## src/rtl/pcm_port_pkg.sv

```systemverilog
package pcm_port_pkg;
  parameter int unsigned SAMPLE_W = 8;
  typedef logic [SAMPLE_W-1:0] sample_t;

  localparam sample_t QUIET_MU = 8'h7F;
  localparam sample_t QUIET_A  = 8'h55;

  function automatic sample_t quiet_code(input logic alaw);
    return alaw ? QUIET_A : QUIET_MU;
  endfunction
endpackage

```

## src/rtl/pcm_edge_sync.sv

```systemverilog
module pcm_edge_sync #(
  parameter int unsigned SYNC_STAGES = 2
) (
  input  logic clk,
  input  logic rst_n,
  input  logic bclk_i,
  input  logic stb_i,
  input  logic din_i,
  output logic bclk_rise,
  output logic bclk_fall,
  output logic stb_level,
  output logic stb_rise,
  output logic din_bit
);
  localparam int unsigned LAST = SYNC_STAGES - 1;

  logic [2:0] pipe [SYNC_STAGES];
  logic       bclk_prev, stb_prev;

  always_ff @(posedge clk or negedge rst_n) begin
    if (!rst_n) begin
      for (int i = 0; i < int'(SYNC_STAGES); i++) pipe[i] <= '0;
      bclk_prev <= 1'b0;
      stb_prev  <= 1'b0;
    end else begin
      pipe[0] <= {bclk_i, stb_i, din_i};
      for (int i = 1; i < int'(SYNC_STAGES); i++) pipe[i] <= pipe[i-1];
      bclk_prev <= pipe[LAST][2];
      stb_prev  <= pipe[LAST][1];
    end
  end

  assign bclk_rise = pipe[LAST][2] & ~bclk_prev;
  assign bclk_fall = ~pipe[LAST][2] & bclk_prev;
  assign stb_level = pipe[LAST][1];
  assign stb_rise  = pipe[LAST][1] & ~stb_prev;
  assign din_bit   = pipe[LAST][0];
endmodule

```

## src/rtl/pcm_tx_shift.sv

```systemverilog
module pcm_tx_shift
  import pcm_port_pkg::*;
(
  input  logic    clk,
  input  logic    rst_n,
  input  logic    load,
  input  logic    advance,
  input  sample_t tx_byte,
  input  logic    mute,
  input  logic    alaw,
  output logic    tx_bit
);
  localparam int unsigned CNT_W = $clog2(SAMPLE_W);
  localparam logic [CNT_W-1:0] LAST_BIT = CNT_W'(SAMPLE_W - 1);

  sample_t          sh;
  logic [CNT_W-1:0] cnt;
  logic             can_shift;

  assign can_shift = advance && (cnt < LAST_BIT);

  always_ff @(posedge clk or negedge rst_n) begin
    if (!rst_n) begin
      sh  <= '0;
      cnt <= '0;
    end else if (load) begin
      sh  <= mute ? quiet_code(alaw) : tx_byte;
      cnt <= '0;
    end else if (can_shift) begin
      sh  <= {sh[SAMPLE_W-2:0], 1'b0};
      cnt <= cnt + 1'b1;
    end
  end

  assign tx_bit = sh[SAMPLE_W-1];

  // the shift register changes only at a load or an in-slot rise
  a_r9_hold_between_edges: assert property (@(posedge clk) disable iff (!rst_n)
    (!load && !advance) |=> $stable(sh));
endmodule

```

## src/rtl/pcm_rx_shift.sv

```systemverilog
module pcm_rx_shift
  import pcm_port_pkg::*;
(
  input  logic    clk,
  input  logic    rst_n,
  input  logic    restart,
  input  logic    sample,
  input  logic    din_bit,
  input  logic    mute,
  input  logic    alaw,
  output sample_t rx_byte,
  output logic    rx_valid
);
  localparam int unsigned CNT_W = $clog2(SAMPLE_W + 1);
  localparam logic [CNT_W-1:0] FULL = CNT_W'(SAMPLE_W);
  localparam logic [CNT_W-1:0] LAST = CNT_W'(SAMPLE_W - 1);

  sample_t          sh;
  logic [CNT_W-1:0] cnt;
  sample_t          assembled;

  assign assembled = {sh[SAMPLE_W-2:0], din_bit};

  always_ff @(posedge clk or negedge rst_n) begin
    if (!rst_n) begin
      sh       <= '0;
      cnt      <= '0;
      rx_byte  <= '0;
      rx_valid <= 1'b0;
    end else begin
      rx_valid <= 1'b0;
      if (restart) begin
        cnt <= '0;
      end else if (sample && cnt < FULL) begin
        sh  <= assembled;
        cnt <= cnt + 1'b1;
        if (cnt == LAST) begin
          rx_byte  <= mute ? quiet_code(alaw) : assembled;
          rx_valid <= 1'b1;
        end
      end
    end
  end

  // the valid strobe lasts one cycle
  a_r3_single_pulse: assert property (@(posedge clk) disable iff (!rst_n)
    rx_valid |=> !rx_valid);
  // the sample counter never passes a full byte
  a_r8_count_capped: assert property (@(posedge clk) disable iff (!rst_n)
    cnt <= FULL);
  // once full, no further delivery until a new slot
  a_r8_no_valid_after_full: assert property (@(posedge clk) disable iff (!rst_n)
    (cnt == FULL && !restart) |=> !rx_valid);
endmodule

```

## src/rtl/pcm_strobe_port.sv

```systemverilog
module pcm_strobe_port
  import pcm_port_pkg::*;
#(
  parameter int unsigned SYNC_STAGES = 2
) (
  input  logic                clk,
  input  logic                rst_n,
  input  logic                bclk,
  input  logic                strobe,
  input  logic                sdin,
  input  logic [SAMPLE_W-1:0] tx_byte,
  input  logic                alaw_sel,
  input  logic                tx_mute,
  input  logic                rx_mute,
  output logic                sdout,
  output logic                sdout_oe,
  output logic [SAMPLE_W-1:0] rx_byte,
  output logic                rx_valid
);
  logic bclk_rise, bclk_fall, stb_level, stb_rise, din_bit;
  logic tx_bit, oe_q;

  pcm_edge_sync #(.SYNC_STAGES(SYNC_STAGES)) u_sync (
    .clk       (clk),
    .rst_n     (rst_n),
    .bclk_i    (bclk),
    .stb_i     (strobe),
    .din_i     (sdin),
    .bclk_rise (bclk_rise),
    .bclk_fall (bclk_fall),
    .stb_level (stb_level),
    .stb_rise  (stb_rise),
    .din_bit   (din_bit)
  );

  pcm_tx_shift u_tx (
    .clk     (clk),
    .rst_n   (rst_n),
    .load    (stb_rise),
    .advance (bclk_rise & stb_level & ~stb_rise),
    .tx_byte (tx_byte),
    .mute    (tx_mute),
    .alaw    (alaw_sel),
    .tx_bit  (tx_bit)
  );

  pcm_rx_shift u_rx (
    .clk      (clk),
    .rst_n    (rst_n),
    .restart  (stb_rise),
    .sample   (bclk_fall & stb_level),
    .din_bit  (din_bit),
    .mute     (rx_mute),
    .alaw     (alaw_sel),
    .rx_byte  (rx_byte),
    .rx_valid (rx_valid)
  );

  always_ff @(posedge clk or negedge rst_n) begin
    if (!rst_n) oe_q <= 1'b0;
    else        oe_q <= stb_level;
  end

  assign sdout_oe = oe_q;
  assign sdout    = oe_q & tx_bit;

  // a received byte is only delivered inside an open slot
  a_r10_valid_in_slot: assert property (@(posedge clk) disable iff (!rst_n)
    rx_valid |-> sdout_oe);
  // the data pin is quiet whenever the enable is off
  a_r4_data_quiet_when_off: assert property (@(posedge clk) disable iff (!rst_n)
    !sdout_oe |-> !sdout);
endmodule

```

## config.mk

```make
export PLATFORM = sky130hd
export DESIGN_NAME = pcm_strobe_port
export DESIGN_NICKNAME = d
export VERILOG_FILES = /design/src/rtl/pcm_port_pkg.sv /design/src/rtl/pcm_edge_sync.sv /design/src/rtl/pcm_tx_shift.sv /design/src/rtl/pcm_rx_shift.sv /design/src/rtl/pcm_strobe_port.sv
export SDC_FILE = /design/constraint.sdc
export NUM_CORES = 1
export LEC_CHECK = 0
export ABC_CLOCK_PERIOD_IN_PS = 1500
export CAP_MARGIN = 20
export CORE_ASPECT_RATIO = 1.4
export CORE_UTILIZATION = 55
export CTS_CLUSTER_SIZE = 40
export DETAILED_ROUTE_END_ITERATION = 10
export DONT_BUFFER_PORTS = 1
export GPL_TIMING_DRIVEN = 0
export HOLD_SLACK_MARGIN = 0.08
export PLACE_DENSITY = 0.73
export SLEW_MARGIN = 40
export SYNTH_ARGS = -nofsm -noshare
export SYNTH_HDL_FRONTEND = slang
export SYNTH_SLANG_ARGS = --single-unit
```

## constraint.sdc

```tcl
create_clock -name clk -period 1.5 [get_ports clk]
set_input_delay 0.15 -clock clk [delete_from_list [all_inputs] [get_ports clk]]
set_output_delay 0.15 -clock clk [all_outputs]
set_load 0.05 [all_outputs]
```

### Yosys cells after proc, flatten, opt, wreduce, memory -nomap -nowiden

Cells that the tools add are included.

* bits in registers: 39
* input bits: 16

* add/sub/neg operators: 2
* order comparisons: 2
* equality and inequality tests: 1
* muxes and demuxes: 12
* bitwise operators: 11
* reduce and logical (&&, ||, !) cells: 6

Operators by type and width (count)
* $mux W8: 4
* $mux W4: 2
* $and A1 B1 Y1: 7
* $mux W3: 2
* $mux W6: 1
* $add A4 B1 Y4 const B: 1
* $eq A4 B3 Y1 const B: 1
* $lt A4 B4 Y1 const B: 1
* $not A1 Y1: 4
* $reduce_bool A2 Y1: 2
* $add A3 B1 Y3 const B: 1
* $lt A3 B3 Y1 const B: 1
* $mux W1: 3
* $reduce_and A3 Y1: 1
* $logic_and A1 B1 Y1: 2
* $reduce_and A2 Y1: 1

### Longest topological paths before layout

Gate-level depths: netlist of run 1.

* depth after elaboration: 7
* mapped depth: 6
* gate-level depth less buffers: 4

### Cells and area by module

Synthesis of run 1 repeated with hierarchy kept, for this count alone.

* cell total of the unflattened synthesis: 145
* area, all modules: 1720.4 sq um

Modules (own cells, without submodules)
* pcm_rx_shift: times used 1, cells an instance 68, area an instance 868.3 sq um, sequential area each 500.5 sq um
* pcm_tx_shift: times used 1, cells an instance 62, area an instance 584.3 sq um, sequential area each 275.3 sq um
* pcm_edge_sync: times used 1, cells an instance 11, area an instance 221.5 sq um, sequential area each 200.2 sq um
* pcm_strobe_port: times used 1, cells an instance 4, area an instance 46.3 sq um, sequential area each 25.0 sq um

### Least setup slack after synthesis of run 1

OpenSTA, ideal clock, no wires.

* path kind: register to register
* start point: reg u_sync.stb_prev
* end point: reg u_rx.rx_byte[1]
* arrival time: 1541 ps
* data required time: 1375 ps
* path slack: -166 ps
* stages on the path, launching flop included: 6
* buffers on the path: 2
* clock period less this slack: 1666 ps
* path through: dfrtp_1 -> buf_6 -> and3_1 -> and3_1 -> buf_6 -> mux2_4

* longest elaborated chain between the ends: 4

RTL lines
* start, declared: RTL line pcm_edge_sync.sv:18 `logic bclk_prev, stb_prev;`
* start signal, assigned: RTL line pcm_edge_sync.sv:29 `stb_prev <= pipe[LAST][1];`
* $not A1 Y1: RTL line pcm_edge_sync.sv:36 `assign stb_rise = pipe[LAST][1] & ~stb_prev;`
* $and A1 B1 Y1: RTL line pcm_edge_sync.sv:36
* $not A1 Y1 (no line)
* $reduce_and A3 Y1 (no line)
* end signal, assigned: RTL line pcm_rx_shift.sv:38 `rx_byte <= mute ? quiet_code(alaw) : assembled;`
* end, declared: RTL line pcm_rx_shift.sv:11 `output sample_t rx_byte,`

Every way passes these cells.
A chain may end at the register's enable or synchronous reset.

### Worst setup path after layout of run 1

* start point: reg u_sync.stb_prev
* end point: reg u_rx.rx_byte[5]

The elaborated chain is that of the path after synthesis.

==> results.ini, run 1 <==
[critical_path]
crit_fanout=5
worstPathCellList=buf_6, and3_4, and3_4, buf_6, mux2_4
worstPathArrival_ns=1.74
slowest_stage=dfrtp_2
cp_data_required_time_ns=1.68
cp-start-kind=flop
max_stage_delay_ns=0.53
endpoint_kind=flop
worstSetupPathType=reg2reg

[cts]
clock_latency_ns=0.29
htreeDepth=2
cts_tree=yes
cts.reportedPaths.clkPinSlew_ns=0.07
cts_root_buf=clkbuf_8
numCtsBuffers=5
cts.sinks=39
clockBufferDepth=2

[synth]
synth_top_area_frac=0.574
yosysSeqAreaShare=0.574
ys_types=33
synthesis.area_um2=1700
synth_edf_count=0
postSynthCellCount=148
async_flop_share=1.00
synth-main-ff-cell=dfrtp_1
synth.top_cells.by_area=dfrtp_1 (57%), mux2_2 (4.6%), o21ai_0 (4.1%), mux2_4 (3.5%), mux2i_1 (2.9%)
avgSynthCellArea_um2=11.5
synth_commonest_cells=dfrtp_1 (39), o21ai_0 (14), inv_1 (12)
synth_most_common_cell=dfrtp_1
ys_ff_latch=39
synth_top_area_cell=dfrtp_1
yosysWarnings=0
syn-num-nets=166

[grt]
overflow=0
grtUsageMet2=0.441
grt_pass1_vias=1299
antenna_found_initial=0
busiest_layer=met2
grt_pass1_wl_um=5760
grt_max_degree=40
grt_usage=0.241
gr-usage-met1=0.248
grt_util_met3=0.0644

[pwr]
seqPwrFrac=0.540
peakVddDrop_uv=936
p_leak_uw=0.000954
p_int_uw=1730
p_sw_uw=566
p_sw_frac=0.246
power.total_uw=2300
powerDensity_nw_per_um2=1100
pwr-share-clk=0.333
power_frac_comb=0.127

[layout]
fin_nets=195
final_cells=215
num_antenna_cells=0
design_area_um2=2080
syn2layout_area_growth_pct=22.3
nFillCells=208
drive_above_1_share=0.219

[flow_run]
cap_violations=0

[timing]
worst_pin_slew_ns=0.497
fmax_mhz=638
slew_violations=0
whs_ns=0.0885
fin_worst_skew_ns=0.00473
finalSetupViolCount=5
hold_viol_final=0
fin_ws_ns=-0.0666
fin_setup_tns_ns=-0.276
slew-limit-headroom=0.669
min_period_ns=1.57
rsz0062_at_grt=yes
final.period_utilization=1.04

[routing]
drcViolationCount=0
firstDrtPassIters=5
post_drt_wl_per_cell_um=16.5
totalWireLength_um=3550
post_drt_via_cell_ratio=5.86
drtIter0Drc=30
via_count=1259
ant_nets=0

[place]
io_buffers=0
placed_cells=185
gp_congestion=0.813
place_hpwl_um=2230
placed_cell_area_um2=1750

[floorplanning]
rows=23
dieWidth_um=49.0
die_area_um2=3320
start_util=0.585
core-area_um2=2910
die_h_um=67.8
pin_count=27

[worst_hold_path]
hp-class=in2reg

[outcome]
violations=negative setup slack
status=complete, but fails checks

## cell type report
cell class | count | area, um2 | share of cell area
Buffer | 8 | 55.1 | 0.0265
Clock buffer | 8 | 100 | 0.0481
Inverter | 12 | 45.0 | 0.0216
Multi-Input combinational cell | 89 | 647 | 0.311
Sequential cell | 39 | 977 | 0.470
Tap cell | 37 | 46.3 | 0.0222
Timing Repair Buffer | 22 | 210 | 0.101
## through the flow
stage | worst slack (ns) | utilization
3_5_place_dp | -0.120 | 0.602
6_report | -0.0666 | 0.716
3_3_place_gp | -0.0584 | 0.602
5_1_grt | -0.113 | 0.716
4_1_cts | -0.0829 | 0.702
2_1_floorplan | 0.000106 | -
## worst max-delay path: cells and delay by family (launching register included)
kind                   cells  cell delay [ns]
multiplexers               1             0.29
buffers and inverters      2             0.28
flip-flops                 1             0.53
AND/OR/NAND/NOR            2             0.34
## power groups by stage
stage	clock [uW]	sequential, uW	combinational, uW
final	764	1240	293
after global routing	831	1250	332
after CTS	785	1240	275
after detailed placement	0	1260	215
after global placement	0	1250	203
after floorplan	0	1240	181
## cells in the final DEF (no fill, tap or decap), drive strengths merged, types with 2 or more instances in the layout
| master | count |
|---|---|
| nand2b | 3 |
| o21ai | 14 |
| dlygate4sd3 | 14 |
| mux2i | 5 |
| clkbuf | 9 |
| buf | 15 |
| a31oi | 4 |
| nor3 | 5 |
| inv | 12 |
| mux2 | 11 |
| a21oi | 3 |
| and3 | 4 |
| nor2 | 5 |
| dfrtp | 39 |
| a32oi | 3 |
| ha | 2 |
| nand3 | 11 |
| nand2 | 7 |
## cells by family (layout without fill, tap and decap cells)
family,Yosys count,in the layout,share of synthesized area
compound gates,30,30,0.110
fa+ha+maj,2,2,0.0147
buf+inv,20,50,0.0559
flops,39,39,0.574
mux,16,16,0.111
simple gates,41,41,0.135
## flip-flops by register name, indices dropped and copies added (netlist names)
name / flops
u_rx.rx_byte: 8
u_tx.sh: 8
u_rx.sh: 7
u_rx.cnt: 4
u_sync.pipe: 4
u_tx.cnt: 3
u_rx.rx_valid: 1
u_sync.bclk_prev: 1
u_sync.din_bit: 1
u_sync.stb_level: 1
u_sync.stb_prev: 1
## metal layers
metal	routed length, um	vias up
met4	105	0
met5	0	-
met1	1370	620
met3	161	12
met2	1910	53
li1	-	574
## repair_timing
item / in CTS / in global routing
hold endpoints to repair: 48 / 0
setup buffers: 2 / 4
pin swaps: 1 / 1
setup endpoints to repair: 14 / 26
cloned: 1 / 0
hold buffers: 15 / 0
gates resized for setup: 3 / 6
## path summary, 6_finish.rpt
path / to / depth (start not counted) / slack, ns / startpoint
worst max-delay path: u_rx.rx_byte[5] / 5 / -0.07 / u_sync.stb_prev
worst min-delay path: u_tx.sh[2] / 2 / 0.09 / tx_byte[2]
worst max register to register: u_rx.rx_byte[5] / 5 / -0.07 / u_sync.stb_prev
worst min register to register: u_sync.din_bit / 0 / 0.35 / u_sync.pipe[3]
max in group asynchronous: u_sync.stb_prev / 2 / 0.97 / rst_n
min in group asynchronous: u_tx.sh[6] / 2 / 0.32 / rst_n
Note: power is estimated with default switching activity, not from simulation.
==> run 2, diff against run 1 <==
CAP_MARGIN = 15   (was 20)
SKIP_LAST_GASP = 1   (was not set)
==> run 2 against run 1 <==
  * The run still ends with negative setup slack left
  * Utilization hardly changed
  * Clock skew hardly changed
  * First-iteration DRC count is 30% higher
  * Worst hold slack hardly changed
  * Design area hardly changed
  * Clock power hardly changed
  * Count of clock-buffer cells in the layout stayed put
  * Via count is 0.56% lower
  * Register-to-register slack hardly changed
  * Wire length hardly changed
  * Die area stayed put
  * Highest routed layer unchanged
==> results.ini, run 2 (synthesis results as in run 1) <==
[grt]
grt_util_met3=0.0644  ; unchanged
grt_pass1_vias=1299  ; unchanged
gr-usage-met1=0.248  ; unchanged
grt_pass1_wl_um=5760  ; unchanged
grt_usage=0.241  ; unchanged
antenna_found_initial=0  ; unchanged
grtUsageMet2=0.441  ; unchanged
busiest_layer=met2
overflow=0  ; unchanged
grt_max_degree=40  ; unchanged

[floorplanning]
rows=23  ; unchanged
dieWidth_um=49.0  ; unchanged
die_h_um=67.8  ; unchanged
core-area_um2=2910  ; unchanged
start_util=0.585  ; unchanged
die_area_um2=3320  ; unchanged
pin_count=27  ; unchanged

[flow_run]
cap_violations=0  ; unchanged

[outcome]
violations=negative setup slack
status=complete, but fails checks

[place]
place_hpwl_um=2230  ; unchanged
io_buffers=0  ; unchanged
placed_cell_area_um2=1750  ; unchanged
placed_cells=185  ; unchanged
gp_congestion=0.813  ; unchanged

[pwr]
p_sw_uw=566  ; about the same
power_frac_comb=0.127  ; about the same
seqPwrFrac=0.540  ; about the same
peakVddDrop_uv=932  ; -0.35%
p_leak_uw=0.000953  ; -0.12%
pwr-share-clk=0.333  ; about the same
p_int_uw=1730  ; about the same
p_sw_frac=0.247  ; +0.000337
power.total_uw=2300  ; about the same
powerDensity_nw_per_um2=1100  ; about the same

[worst_hold_path]
min_path_cells=2  ; unchanged
hp-class=in2reg

[critical_path]
endpoint_kind=flop
worstPathArrival_ns=1.75  ; about the same
crit_fanout=5  ; unchanged
reg2reg_depth=5  ; unchanged
worstSetupPathType=reg2reg
cp_data_required_time_ns=1.68  ; about the same
cp-start-kind=flop

[layout]
drive_above_1_share=0.219  ; unchanged
reg_top3=u_rx.rx_byte x8, u_tx.sh x8, u_rx.sh x7
nFillCells=209  ; +0.48%
syn2layout_area_growth_pct=22.2  ; about the same
final_cells=215  ; unchanged
layout_common_cells=dfrtp_1 (38), o21ai_0 (14), dlygate4sd3_1 (14)
fin_nets=195  ; unchanged
final_common_cell=dfrtp_1
design_area_um2=2080  ; about the same
num_antenna_cells=0  ; unchanged

[routing]
drcViolationCount=0  ; unchanged
firstDrtPassIters=4  ; -1
ant_nets=0  ; unchanged
post_drt_via_cell_ratio=5.82  ; -0.56%
post_drt_wl_per_cell_um=16.5  ; about the same
totalWireLength_um=3550  ; about the same
via_count=1252  ; -0.56%
drtIter0Drc=39  ; +30%

[timing]
worst_pin_slew_ns=0.495  ; -0.00151 ns
fin_worst_skew_ns=0.00503  ; +0.000297 ns
slew-limit-headroom=0.670  ; +0.00101
fin_ws_ns=-0.0692  ; -0.00257 ns
fmax_mhz=637  ; -0.16%
final.period_utilization=1.05  ; +0.00171
slew_violations=0  ; unchanged
finalSetupViolCount=7  ; +2
rsz0062_at_grt=yes
min_period_ns=1.57  ; +0.00257 ns
fin_setup_tns_ns=-0.291  ; -0.0152 ns
hold_viol_final=0  ; unchanged

[cts]
clock_latency_ns=0.29  ; about the same
clockBufferDepth=2  ; unchanged
htreeDepth=2  ; unchanged
cts.reportedPaths.clkPinSlew_ns=0.07  ; about the same
numCtsBuffers=5  ; unchanged
cts_tree=yes
cts.sinks=39  ; unchanged
cts_root_buf=clkbuf_8

-- run 2: worst max-delay path: stages, from the launching register on --
cell and delay, ns:
dfrtp_2 0.53, buf_6 0.15, and3_4 0.16, and3_4 0.18, buf_6 0.13, mux2_4 0.30
-- run 2: layout make-up --
type	instances	area [um2]	share of cell area
inverter	12	45.0	0.0217
multi-input combinational	89	646	0.310
sequential	39	977	0.470
clock buffer	8	100	0.0481
buffer	8	55.1	0.0265
timing repair buffer	22	210	0.101
tap	37	46.3	0.0223
-- run 2: timing repair --
action / CTS / global route
buffers inserted: 2 / 4
pin swaps: 1 / 1
hold buffers: 15 / 0
hold endpoints to repair: 48 / 0
setup endpoints to repair: 14 / 26
gates cloned: 1 / 0
resized for setup: 3 / 5
-- run 2: per-stage QoR --
| stage | util | worst slack [ns] | hold WS, ns |
|---|---|---|---|
| CTS | 0.702 | -0.0829 | 0.0805 |
| detailed placement | 0.602 | -0.120 | -0.145 |
| floorplan | - | 0.000106 | -0.146 |
| global route | 0.715 | -0.113 | 0.0926 |
| global placement | 0.602 | -0.0584 | -0.145 |
| finish | 0.715 | -0.0692 | 0.0889 |
-- run 2: worst paths after layout --
kind / startpoint / endpoint / slack [ns]
min in group asynchronous: rst_n / u_tx.sh[7] / 0.32
setup / recovery: u_sync.stb_prev / u_rx.rx_byte[1] / -0.07
hold / removal: tx_byte[2] / u_tx.sh[2] / 0.09
setup reg to reg: u_sync.stb_prev / u_rx.rx_byte[1] / -0.07
hold reg to reg: u_sync.pipe[3] / u_sync.din_bit / 0.35
max in group asynchronous: rst_n / u_sync.stb_prev / 0.97
-- run 2: routing by layer --
| metal | part of all wire | routed length (um) |
|---|---|---|
| met5 | 0 | 0 |
| met4 | 0.030 | 105 |
| met3 | 0.044 | 157 |
| met2 | 0.54 | 1910 |
| met1 | 0.39 | 1370 |
-- run 2: power groups by stage --
stage / Sequential, uW / Clock [uW] / Combinational [uW]
finish: 1240 / 765 / 291
detailed placement: 1260 / 0 / 215
global route: 1250 / 831 / 329
global placement: 1250 / 0 / 203
CTS: 1240 / 785 / 275
floorplan: 1240 / 0 / 181
==> run 3, diff against run 2 <==
ABC_CLOCK_PERIOD_IN_PS = 1800   (was 1500)
CORE_UTILIZATION = 60   (was 55)
PLACE_DENSITY = 0.76   (was 0.73)
clock period = 1.8 ns   (was 1.5 ns; I/O delays follow)
==> run 3 against run 2 <==
  * Combinational power decreased by 21%
  * Register-to-register slack improved by 0.22 ns
  * The flow now finishes without violations
  * Total power decreased by 27%
  * Count of clock-buffer cells in the layout decreased by 3
==> results.ini, run 3 (synthesis results as in run 1) <==
[timing]
min_period_ns=1.69
whs_ns=0.111  ; +0.0220 ns
fin_worst_skew_ns=0.00382  ; -0.00121 ns
worst_pin_slew_ns=0.492  ; -0.00339 ns
fin_setup_tns_ns=0  ; +0.291 ns
slew-limit-headroom=0.674  ; +0.00454
final.period_utilization=0.936
rsz0062_at_grt=no
fmax_mhz=593
fin_ws_ns=0.115  ; +0.184 ns
finalSetupViolCount=0  ; -7
slew_violations=0  ; unchanged
hold_viol_final=0  ; unchanged

[worst_hold_path]
min_path_cells=2  ; unchanged
hp-class=in2reg

[critical_path]
r2r_end=u_rx.rx_byte[1]
critical_path_depth=2  ; -3
rr_startpoint=u_sync.stb_prev
worstSetupPathType=reg2out
cp_top_family=flip-flops
rrSetupSlack_ns=0.15  ; +0.22 ns
max_stage_delay_ns=0.55  ; +0.02 ns
reg2reg_depth=5  ; unchanged
crit_fanout=8  ; +3
endpoint=sdout
worstPathCellList=buf_6, and2_1
worstPathArrival_ns=1.51  ; -0.24 ns
cp_data_required_time_ns=1.62  ; -0.06 ns
slowest_stage=dfrtp_2
cp-start-kind=flop
endpoint_kind=output port
critPathBufInv=1  ; -1
startpoint=u_sync.stb_prev

[layout]
syn2layout_area_growth_pct=16.4
postLayoutCoreUtil=0.742  ; +0.0263
drive_above_1_share=0.168  ; -0.0515
reg_top3=u_rx.rx_byte x8, u_tx.sh x8, u_rx.sh x7
final_common_cell=dfrtp_1
layout_common_cells=dfrtp_1 (38), dlygate4sd3_1 (16), o21ai_0 (14)
fin_nets=190  ; -2.6%
num_antenna_cells=0  ; unchanged
design_area_um2=1980  ; -4.8%

[grt]
grt_usage=0.253  ; +0.0123
grt_pass1_vias=1246  ; -4.1%
antenna_found_initial=0  ; unchanged
grt_pass1_wl_um=5320  ; -7.7%
overflow=0  ; unchanged
grt_max_degree=40  ; unchanged

[flow_run]
cap_violations=0  ; unchanged

[outcome]
status=complete, no violations

[floorplanning]
die_h_um=65.0  ; -4.1%
start_util=0.637  ; +0.0519
rows=22  ; -4.3%
pin_count=27  ; unchanged
core-area_um2=2670  ; -8.1%
die_area_um2=3060  ; -8.0%
dieWidth_um=47.0  ; -4.1%

[cts]
cts_tree=yes
htreeDepth=2  ; unchanged
numCtsBuffers=5  ; unchanged
cts.reportedPaths.clkPinSlew_ns=0.11  ; +0.04 ns
clockBufferDepth=2  ; unchanged
cts_root_buf=clkbuf_4
post_cts_buffers=0  ; -2
clock_latency_ns=0.34  ; +0.05 ns
cts.sinks=39  ; unchanged

[place]
io_buffers=0  ; unchanged
post-place-ws_ns=0.0410  ; +0.161 ns
gp_congestion=0.755  ; -7.2%
place_hpwl_um=2160  ; -3.4%
placed_cell_area_um2=1750  ; -0.14%

[routing]
ant_nets=0  ; unchanged
post_drt_via_cell_ratio=5.65  ; -3.0%
via_count=1181  ; -5.7%
drcViolationCount=0  ; unchanged
totalWireLength_um=3210  ; -9.6%
firstDrtPassIters=4  ; unchanged
post_drt_wl_per_cell_um=15.3  ; -7.0%
drtIter0Drc=41  ; +5.1%

[pwr]
powerDensity_nw_per_um2=849  ; -23%
p_leak_uw=0.000910  ; -4.6%
peakVddDrop_uv=744  ; -20%

-- run 3: worst reg2reg max path: stages (launching register included) --
cell and delay [ns]:
dfrtp_2 0.55, buf_6 0.18, and3_1 0.16, and3_1 0.17
buf_6 0.17, mux2_4 0.31
-- run 3: per-stage QoR --
stage,total power [uW],instances
final,1680,209
after detailed placement,1230,184
after global routing,1780,209
after floorplan,1180,148
after global placement,1210,184
after CTS,1700,209
-- run 3: cell type report --
type | count | area (um2)
inverter | 12 | 45.0
clock inverter | 3 | 15.0
fill | 193 | 689
multi-input combinational | 89 | 631
sequential | 39 | 977
timing repair buffer | 17 | 180
tap | 36 | 45.0
buffer | 8 | 50.0
clock buffer | 5 | 37.5
-- run 3: how the worst min path moves through the flow --
stage | from | to | slack (ns)
final | tx_mute | u_tx.sh[3] | 0.11
after global routing | tx_mute | u_tx.sh[3] | 0.11
after CTS | tx_mute | u_tx.sh[3] | 0.1
after detailed placement | rst_n | u_tx.cnt[2] | -0.11
after global placement | rst_n | u_tx.cnt[2] | -0.11
after floorplan | rst_n | u_rx.cnt[0] | -0.12
-- run 3: routing by layer --
| layer | global-route usage | wire (um) | vias to the layer above |
|---|---|---|---|
| li1 | - | - | 565 |
| met1 | 0.274 | 1260 | 560 |
| met2 | 0.427 | 1690 | 43 |
| met3 | 0.0752 | 167 | 13 |
| met4 | 0.125 | 95 | 0 |
| met5 | 0 | 0 | - |
-- run 3: where the power goes --
| group | total [uW] | switching, uW | internal [uW] |
|---|---|---|---|
| logic | 231 | 113 | 117 |
| registers | 1030 | 68.9 | 965 |
| clock network | 417 | 271 | 145 |
-- run 3: timing repair --
item                       4_1_cts  5_1_grt
resized for setup                1        0
hold buffers                    17        0
setup endpoints to repair        1        0
hold endpoints to repair        50        0
